**src/rtl/csum_pkg.sv**
```systemverilog
package csum_pkg;
    typedef enum logic [1:0] {
        SQ_IDLE   = 2'd0,
        SQ_SCAN   = 2'd1,
        SQ_DRAIN  = 2'd2,
        SQ_FINISH = 2'd3
    } seq_state_e;
endpackage

```
**src/rtl/csum_seq.sv**
```systemverilog
module csum_seq
    import csum_pkg::*;
#(
    parameter int ADDR_W = 6
) (
    input  logic              clk,
    input  logic              rst_n,
    input  logic              start,
    output logic [ADDR_W-1:0] rd_addr,
    output logic              acc_en,
    output logic [ADDR_W-1:0] acc_addr,
    output logic              clr,
    output logic              fin,
    output logic              scanning
);
    localparam logic [ADDR_W-1:0] LAST = {ADDR_W{1'b1}};

    typedef struct packed {
        seq_state_e        state;
        logic [ADDR_W-1:0] addr;
        logic              rd_valid;
        logic [ADDR_W-1:0] rd_addr;
    } seq_t;

    seq_t st_d, st_q;

    always_comb begin
        st_d          = st_q;
        st_d.rd_valid = 1'b0;
        case (st_q.state)
            SQ_IDLE: begin
                if (start) begin
                    st_d.state = SQ_SCAN;
                    st_d.addr  = '0;
                end
            end
            SQ_SCAN: begin
                // the memory latches addr at this edge; its data is used next edge
                st_d.rd_valid = 1'b1;
                st_d.rd_addr  = st_q.addr;
                if (st_q.addr == LAST) begin
                    st_d.state = SQ_DRAIN;
                end else begin
                    st_d.addr = st_q.addr + 1'b1;
                end
            end
            SQ_DRAIN:  st_d.state = SQ_FINISH;
            SQ_FINISH: st_d.state = SQ_IDLE;
            default:   st_d.state = SQ_IDLE;
        endcase
    end

    always_ff @(posedge clk or negedge rst_n) begin
        if (!rst_n) begin
            st_q <= '{state: SQ_IDLE, addr: '0, rd_valid: 1'b0, rd_addr: '0};
        end else begin
            st_q <= st_d;
        end
    end

    assign rd_addr  = st_q.addr;
    assign acc_en   = st_q.rd_valid;
    assign acc_addr = st_q.rd_addr;
    assign clr      = start && (st_q.state == SQ_IDLE);
    assign fin      = (st_q.state == SQ_FINISH);
    assign scanning = (st_q.state == SQ_SCAN);
endmodule

```
**src/rtl/csum_fold.sv**
```systemverilog
module csum_fold #(
    parameter int DATA_W  = 36,
    parameter int SLICE_W = 6
) (
    input  logic [DATA_W-1:0]  word,
    output logic [SLICE_W-1:0] slice
);
    localparam int NSL  = (DATA_W + SLICE_W - 1) / SLICE_W;
    localparam int PADW = NSL * SLICE_W;

    logic [PADW-1:0]             padded;
    logic [NSL:0][SLICE_W-1:0]   chain;

    assign padded   = PADW'(word);
    assign chain[0] = '0;

    for (genvar i = 0; i < NSL; i++) begin : g_slice
        assign chain[i+1] = chain[i] ^ padded[i*SLICE_W +: SLICE_W];
    end

    assign slice = chain[NSL];
endmodule

```
**src/rtl/csum_locate.sv**
```systemverilog
module csum_locate #(
    parameter int DATA_W  = 36,
    parameter int SLICE_W = 6,
    parameter int NPOS    = 6
) (
    input  logic [DATA_W-1:0]       sum_total,
    input  logic [DATA_W-1:0]       ref_total,
    input  logic [NPOS*SLICE_W-1:0] sum_pos,
    input  logic [NPOS*SLICE_W-1:0] ref_pos,
    input  logic                    learn,
    output logic                    err,
    output logic [NPOS-1:0]         loc
);
    logic [NPOS-1:0] miss;
    logic            total_bad;

    for (genvar k = 0; k < NPOS; k++) begin : g_bit
        assign miss[k] = sum_pos[k*SLICE_W +: SLICE_W] != ref_pos[k*SLICE_W +: SLICE_W];
    end

    assign total_bad = (sum_total != ref_total);
    assign err       = total_bad && !learn;
    assign loc       = err ? miss : '0;
endmodule

```
**src/rtl/csum_locator.sv**
```systemverilog
module csum_locator #(
    parameter int BANK_W  = 2,
    parameter int WORD_W  = 4,
    parameter int DATA_W  = 36,
    parameter int SLICE_W = 6,
    parameter int NPOS    = BANK_W + WORD_W
) (
    input  logic                    clk,
    input  logic                    rst_n,
    input  logic                    start,
    input  logic                    learn,
    output logic [BANK_W-1:0]       mem_sel,
    output logic [WORD_W-1:0]       mem_addr,
    input  logic [DATA_W-1:0]       mem_rdata,
    input  logic [DATA_W-1:0]       ref_total,
    input  logic [NPOS*SLICE_W-1:0] ref_pos,
    output logic [DATA_W-1:0]       sum_total,
    output logic [NPOS*SLICE_W-1:0] sum_pos,
    output logic                    done,
    output logic                    error,
    output logic [NPOS-1:0]         bad_loc
);
    typedef struct packed {
        logic [DATA_W-1:0]             total;
        logic [NPOS-1:0][SLICE_W-1:0]  pos;
        logic                          learn;
        logic                          done;
        logic                          error;
        logic [NPOS-1:0]               loc;
    } acc_t;

    acc_t st_d, st_q;

    logic [NPOS-1:0]    rd_loc;
    logic               acc_en;
    logic [NPOS-1:0]    acc_addr;
    logic               clr;
    logic               fin;
    logic               scanning;
    logic [SLICE_W-1:0] folded;
    logic               verdict_err;
    logic [NPOS-1:0]    verdict_loc;
    logic               learn_lat;

    csum_seq #(.ADDR_W(NPOS)) u_seq (
        .clk      (clk),
        .rst_n    (rst_n),
        .start    (start),
        .rd_addr  (rd_loc),
        .acc_en   (acc_en),
        .acc_addr (acc_addr),
        .clr      (clr),
        .fin      (fin),
        .scanning (scanning)
    );

    csum_fold #(.DATA_W(DATA_W), .SLICE_W(SLICE_W)) u_fold (
        .word  (mem_rdata),
        .slice (folded)
    );

    csum_locate #(.DATA_W(DATA_W), .SLICE_W(SLICE_W), .NPOS(NPOS)) u_locate (
        .sum_total (st_q.total),
        .ref_total (ref_total),
        .sum_pos   (st_q.pos),
        .ref_pos   (ref_pos),
        .learn     (st_q.learn),
        .err       (verdict_err),
        .loc       (verdict_loc)
    );

    always_comb begin
        st_d      = st_q;
        st_d.done = 1'b0;
        if (clr) begin
            st_d.total = '0;
            st_d.pos   = '0;
            st_d.learn = learn;
            st_d.error = 1'b0;
            st_d.loc   = '0;
        end else if (acc_en) begin
            st_d.total = st_q.total ^ mem_rdata;
            for (int k = 0; k < NPOS; k++) begin
                if (acc_addr[k]) begin
                    st_d.pos[k] = st_q.pos[k] ^ folded;
                end
            end
        end else if (fin) begin
            st_d.done  = 1'b1;
            st_d.error = verdict_err;
            st_d.loc   = verdict_loc;
        end
    end

    always_ff @(posedge clk or negedge rst_n) begin
        if (!rst_n) begin
            st_q <= '0;
        end else begin
            st_q <= st_d;
        end
    end

    assign {mem_sel, mem_addr} = rd_loc;
    assign sum_total = st_q.total;
    assign sum_pos   = st_q.pos;
    assign done      = st_q.done;
    assign error     = st_q.error;
    assign bad_loc   = st_q.loc;
    assign learn_lat = st_q.learn;
endmodule

```
**config.mk**
```make
export PLATFORM = sky130hd
export DESIGN_NAME = csum_locator
export DESIGN_NICKNAME = d
export VERILOG_FILES = /design/src/rtl/csum_pkg.sv /design/src/rtl/csum_seq.sv /design/src/rtl/csum_fold.sv /design/src/rtl/csum_locate.sv /design/src/rtl/csum_locator.sv
export SDC_FILE = /design/constraint.sdc
export NUM_CORES = 1
export LEC_CHECK = 0
export BUFFER_PORTS_ARGS = -buffer_cell sky130_fd_sc_hd__buf_2
export CAP_MARGIN = 20
export CORE_UTILIZATION = 47
export CTS_BUF_LIST = sky130_fd_sc_hd__clkbuf_2
export DETAILED_ROUTE_END_ITERATION = 8
export GPL_TIMING_DRIVEN = 1
export PLACE_DENSITY = 0.9
export SLEW_MARGIN = 30
export SYNTH_ARGS = -nofsm -noshare
export SYNTH_HDL_FRONTEND = slang
export SYNTH_HIERARCHICAL = 1
export SYNTH_SLANG_ARGS = --single-unit
```
**constraint.sdc**
```tcl
create_clock -name clk -period 1.5 [get_ports clk]
set_input_delay 0.225 -clock clk [delete_from_list [all_inputs] [get_ports clk]]
set_output_delay 0.225 -clock clk [all_outputs]
set_load 0.005 [all_outputs]
```
Yosys cells after proc, flatten, opt, wreduce, memory -nomap -nowiden

Index checks and enable logic that the tools add are counted.

Add/sub/neg operators: 1
Equality and inequality tests: 15
Mux-type cells: 19
Bitwise logic cells: 12
Reductions and logical operators: 22

Operator list:

| kind                  | count |
|---|---|
| $mux W72              | 2 |
| $xor A6 B6 Y6         | 11 |
| $mux W6               | 8 |
| $ne A36 B36 Y1        | 1 |
| $ne A6 B6 Y1          | 6 |
| $xor A36 B36 Y36      | 1 |
| $mux W8               | 3 |
| $reduce_bool A2 Y1    | 9 |
| $reduce_and A2 Y1     | 8 |
| $mux W7               | 2 |
| $pmux W6 S2           | 1 |
| $pmux W2 S4           | 1 |
| $add A6 B1 Y6 const B | 1 |
| $eq A6 B6 Y1 const B  | 1 |
| $ne A2 B2 Y1 const B  | 3 |
| $eq A2 B2 Y1 const B  | 2 |
| $reduce_and A3 Y1     | 1 |
| $eq A2 B1 Y1 const B  | 1 |
| $logic_and A1 B1 Y1   | 2 |
| $logic_not A2 Y1      | 1 |
| $mux W2               | 1 |
| $ne A2 B1 Y1 const B  | 1 |
| $logic_not A1 Y1      | 1 |
| $mux W1               | 1 |

Flip-flop bits (word level): 96
Input bits: 112
Output and inout bits: 86
Word-level logic and storage cells: 84

Logic depth before layout (Yosys ltp)

Depth in word-level cells: 9
Gate-level depth with buffers: 7
Mapped depth without buffers: 7

Cells and area by module

Netlist, hierarchy kept.

Modules (own cells, without submodules):

| module       | times used | cells each | area an instance (um^2) |
|---|---|---|---|
| csum_locator | 1          | 332        | 3,493.4 |
| csum_seq     | 1          | 84         | 897.1 |
| csum_locate  | 1          | 99         | 805.8 |
| csum_fold    | 1          | 24         | 337.8 |

Worst setup path after synthesis

Ideal clock, no wire load.

Kind: reg2reg
From: register st_q, in the netlist sum_total[33]
To: register st_q, in the netlist bad_loc[0]
Data arrival time: 1.497 ns
Data required time: 1.368 ns
Path slack: -0.129 ns
Stages on the path, launching flop included: 8
Path buffers: 0
Period minus slack after synthesis: 1.629 ns
Cell sequence: dfrtp_1 > xor2_1 > nor4_1 > nand3_1 > o31ai_4 > a31oi_1 > mux2i_1 > nor2_1

Cells in the longest elaborated chain, start to end: 6

Ends and longest elaborated chain:

| what                   | RTL line           | text |
|---|---|---|
| start, declared        | csum_locator.sv:32 | `acc_t st_d, st_q;` |
| start signal, assigned | csum_locator.sv:99 | `st_q <= st_d;` |
| $ne A36 B36 Y1         | csum_locate.sv:21  | `assign total_bad = (sum_total != ref_total);` |
| $logic_and A1 B1 Y1    | csum_locate.sv:22  | `assign err = total_bad && !learn;` |
| $mux W6                | csum_locate.sv:23  | `assign loc = err ? miss : '0;` |
| net verdict_loc[0]     | csum_locator.sv:42 | `logic [NPOS-1:0] verdict_loc;` |
| $mux W8                | csum_locator.sv:88 | `end else if (fin) begin` |
| $mux W8                | csum_locator.sv:81 | `end else if (acc_en) begin` |
| $mux W7                | csum_locator.sv:75 | `if (clr) begin` |

The timed path passes the listed nets, and every way through them passes these cells. The select of a mux whose other input is x is not followed.
A chain may end at the register's enable or synchronous reset.

Worst setup path after layout

From: register st_q, in the netlist sum_total[20]
To: register st_q, in the netlist bad_loc[0]

The elaborated chain is that of the path after synthesis.

==> summary.md <==
| Metric | Value |
|---|---|
| Number of distinct library cells after synthesis | `39` |
| Min-Delay Path Class | `input port to flip-flop` |
| Post-synth top area cell | `dfrtp_1` |
| Global-route wire length before repair | `29,500 microns` |
| Vias in the first global route | `about 5,600` |
| DR DRC count | `0` |
| Top FF cell, synth | `dfrtp_1` |
| Crit. End Element | `flip-flop` |
| CTS tree | `built` |
| Worst Max-Slew Pin Slew | `roughly 0.44 ns` |
| Slew Viols, Final | `0` |
| Synth top cells by count | `132 x xor2_1, 96 x dfrtp_1, 81 x nor2_1` |
| Total GRT Usage | `31.2%` |
| Antenna violations before repair | `0` |
| Routed vias/inst | `5.55` |
| Fin crit period | `2.25 ns` |
| Pin count of the biggest net entering global routing | `46` |
| Worst Setup Slack post-DPL | `-0.451 ns` |
| Clock transition at path regs | `0.27 ns` |
| Detailed Place HPWL | `11,600 microns` |
| Total core area | `11,500 sq um` |
| Largest delay contributor family on the critical path | `simple AND/OR/NAND/NOR gates` |
| WP data arrival | `2.74 ns` |
| Flops & latches, synth | `96` |
| Synth area leaders | `dfrtp_1 43%, xor2_1 21%, nor2_1 5.5%` |
| Worst Path Max Fanout | `7` |
| RSZ-0062 raised after global routing | `true` |
| Synth top area share | `43.4%` |
| Max cap viols | `0` |
| Fin crit share | `150%` |
| Root Buffer | `clkbuf_2` |
| Status | `complete, but fails checks` |
| CP Class | `flip-flop to flip-flop` |
| CP max-delay cell | `dfrtp_1` |
| Register-to-register setup slack | `-0.75 ns` |
| Pwr dens | `1920 nW/um^2` |
| Syn avg cell area | `10.3 sq um` |
| Synth-to-Final Area Change | `51.8%` |
| Maximum vdd drop | `1.13 mV` |
| CP max stage delay | `0.47 ns` |
| Count leader, synth | `xor2_1` |
| Req. time, crit path | `1.98 ns` |
| Initial Util | `48.3%` |
| # IOs | `198` |
| Clk_lat worst skew | `0.55 ns` |
| I/O Buffers | `197` |
| Routed wire length | `21,300 microns` |
| Routed length per instance | `21.1 microns` |
| CTS Sinks | `96` |
| Vias post-DR | `5,594` |
| Bufs on Longest Clock Path | `2` |
| Final Power | `16,100 uW` |
| Post-synth EDFFs | `0` |
| Worst-path cell chain | `xor2_1 > nor4_1 > buf_4 > nand2_1 > o31ai_4 > buf_12 > a31oi_2 > mux2i_1 > nor2_1` |
| Leakage | `0.00433 uW` |
| Placer Congestion | `0.877` |
| Final Net Count | `977` |
| H-tree depth | `3` |
| Grt ovf | `0` |
| Failing checks | `negative setup slack` |
| Async set-reset flop share out of synthesis | `100%` |
| CP startpoint kind | `flip-flop` |
| Die ar. | `12,200 sq um` |
| Die Width | `between 100 and 150 microns` |
| Peak Freq | `0.444 GHz` |
| Post-synthesis sequential area ratio | `43.4%` |
| Layout cells sized above 1 | `43.9%` |
| Final Hold Vio Count | `0` |
| PnR worst setup slack | `-0.753 ns` |
| Die Y | `111 microns` |
| Row Count | `39` |
| Initial DRT Pass Iterations | `5` |
| Final ANT Viol Nets | `0` |
| Cell count after synthesis | `~540` |
| Syn_nets | `around 660` |
| Utilization after layout | `between 70 and 80%` |
| YS warnings | `6` |
| DRT iter0 DRCs | `between 500 and 600` |
| Setup Skew | `between 0.02 and 0.025 ns` |
| CTS Buf Count | `9` |
| Max_slew headroom | `approximately 70%` |
| Final hold slack | `0.0873 ns` |
| Final setup fails | `18` |
| Post-Syn Area | `5530 sq um` |
| Crit path buf inv count | `2` |
final timing paths:
check                                               start                         to  cells past startpoint
max in group asynchronous                           rst_n  sum_total[27]$_DFFE_PN0P_                      3
worst min register to register      learn_lat$_DFFE_PN0P_      learn_lat$_DFFE_PN0P_                      1
min in group asynchronous                           rst_n     bad_loc[5]$_DFFE_PN0P_                      3
worst max-delay path            sum_total[20]$_DFFE_PN0P_     bad_loc[0]$_DFFE_PN0P_                      9
worst max register to register  sum_total[20]$_DFFE_PN0P_     bad_loc[0]$_DFFE_PN0P_                      9
worst min-delay path                        mem_rdata[23]  sum_total[23]$_DFFE_PN0P_                      4
timing repair:
item	in CTS	in global routing
gates cloned	0	1
pin swaps	3	13
resized for setup	77	45
hold buffers	24	0
setup buffers	20	44
endpoints found under the setup margin	49	107
hold endpoints to repair	118	0
routing by layer:
metal  wire length, microns  global-route usage [%]  share of wire, %
met3                   2010                    6.15               9.5
met2                  10200                    53.1                48
met1                   7700                    36.2                36
met5                      0                       0                 0
met4                   1340                    19.0               6.3
tightest hold or removal path: cells and delay by family:
family | cells | cell delay, ns
xor gates and xnor gates | 1 | 0.13
buffers and inverters | 1 | 0.12
and+or+nand+nor | 2 | 0.15
through the flow:
step | cell area (sq um) | cells | TNS [ns]
6_report | 8400 | 1008 | -5.66
5_1_grt | 8400 | 1007 | -7.40
2_1_floorplan | 5530 | 539 | -0.895
3_3_place_gp | 7100 | 921 | -5.39
3_5_place_dp | 7100 | 921 | -6.09
4_1_cts | 7950 | 975 | -4.13
kinds of logic after synthesis:
kind of cell	share of synthesized area (%)
AO/OA/AOI/OAI	2.89
buffers and inverters	4.82
adder cells (fa/ha/maj)	1.36
flip-flops	43.4
XOR/XNOR	28.9
AND/OR/NAND/NOR	15.5
multiplexers	3.12
sequential cells by signal, summed over array words and instances (netlist names):
name / count
bad_loc: 6
done: 1
error: 1
learn_lat: 1
sum_pos: 36
sum_total: 36
u_seq/acc_addr: 6
u_seq/acc_en: 1
u_seq/rd_addr: 6
u_seq/st_q: 2
area by class of cell:
| type | instances | area [sq um] |
|---|---|---|
| fillers | 702 | 3070 |
| multi-input cells | 402 | 2990 |
| repair buffers | 343 | 2650 |
| flip-flops and latches | 96 | 2410 |
| well taps | 143 | 179 |
| clock inverters | 6 | 92.6 |
| clock buffers | 10 | 50.0 |
| inverters | 7 | 28.8 |
| diodes | 1 | 2.50 |
where the power goes:
| part | leakage [uW] | switching [uW] | internal [uW] | total (uW) |
|---|---|---|---|---|
| logic | 0.00301 | 4520 | 5140 | 9670 |
| clock network | 0.0000788 | 900 | 566 | 1470 |
| registers | 0.00124 | 1250 | 3710 | 4960 |
layout by cell type, fill, tap and decap left out, types with 3 or more instances in the layout:
| cell type | netlist | layout |
|---|---|---|
| a31oi_1 | 6 | 5 |
| buf_12 | 0 | 5 |
| buf_2 | 3 | 154 |
| buf_4 | 17 | 76 |
| buf_6 | 6 | 82 |
| clkbuf_2 | 0 | 10 |
| dfrtp_1 | 96 | 92 |
| dfrtp_2 | 0 | 4 |
| dlygate4sd3_1 | 0 | 24 |
| ha_1 | 6 | 3 |
| inv_1 | 7 | 5 |
| mux2_2 | 6 | 6 |
| mux2i_1 | 9 | 9 |
| nand2_1 | 43 | 42 |
| nand3_1 | 40 | 39 |
| nor2_1 | 81 | 81 |
| nor4_1 | 15 | 10 |
| nor4_2 | 0 | 5 |
| o21ai_1 | 3 | 3 |
| xnor2_1 | 24 | 21 |
| xnor2_2 | 6 | 9 |
| xnor3_1 | 6 | 4 |
| xor2_1 | 132 | 132 |
Note: power is estimated with default switching activity, not from simulation.
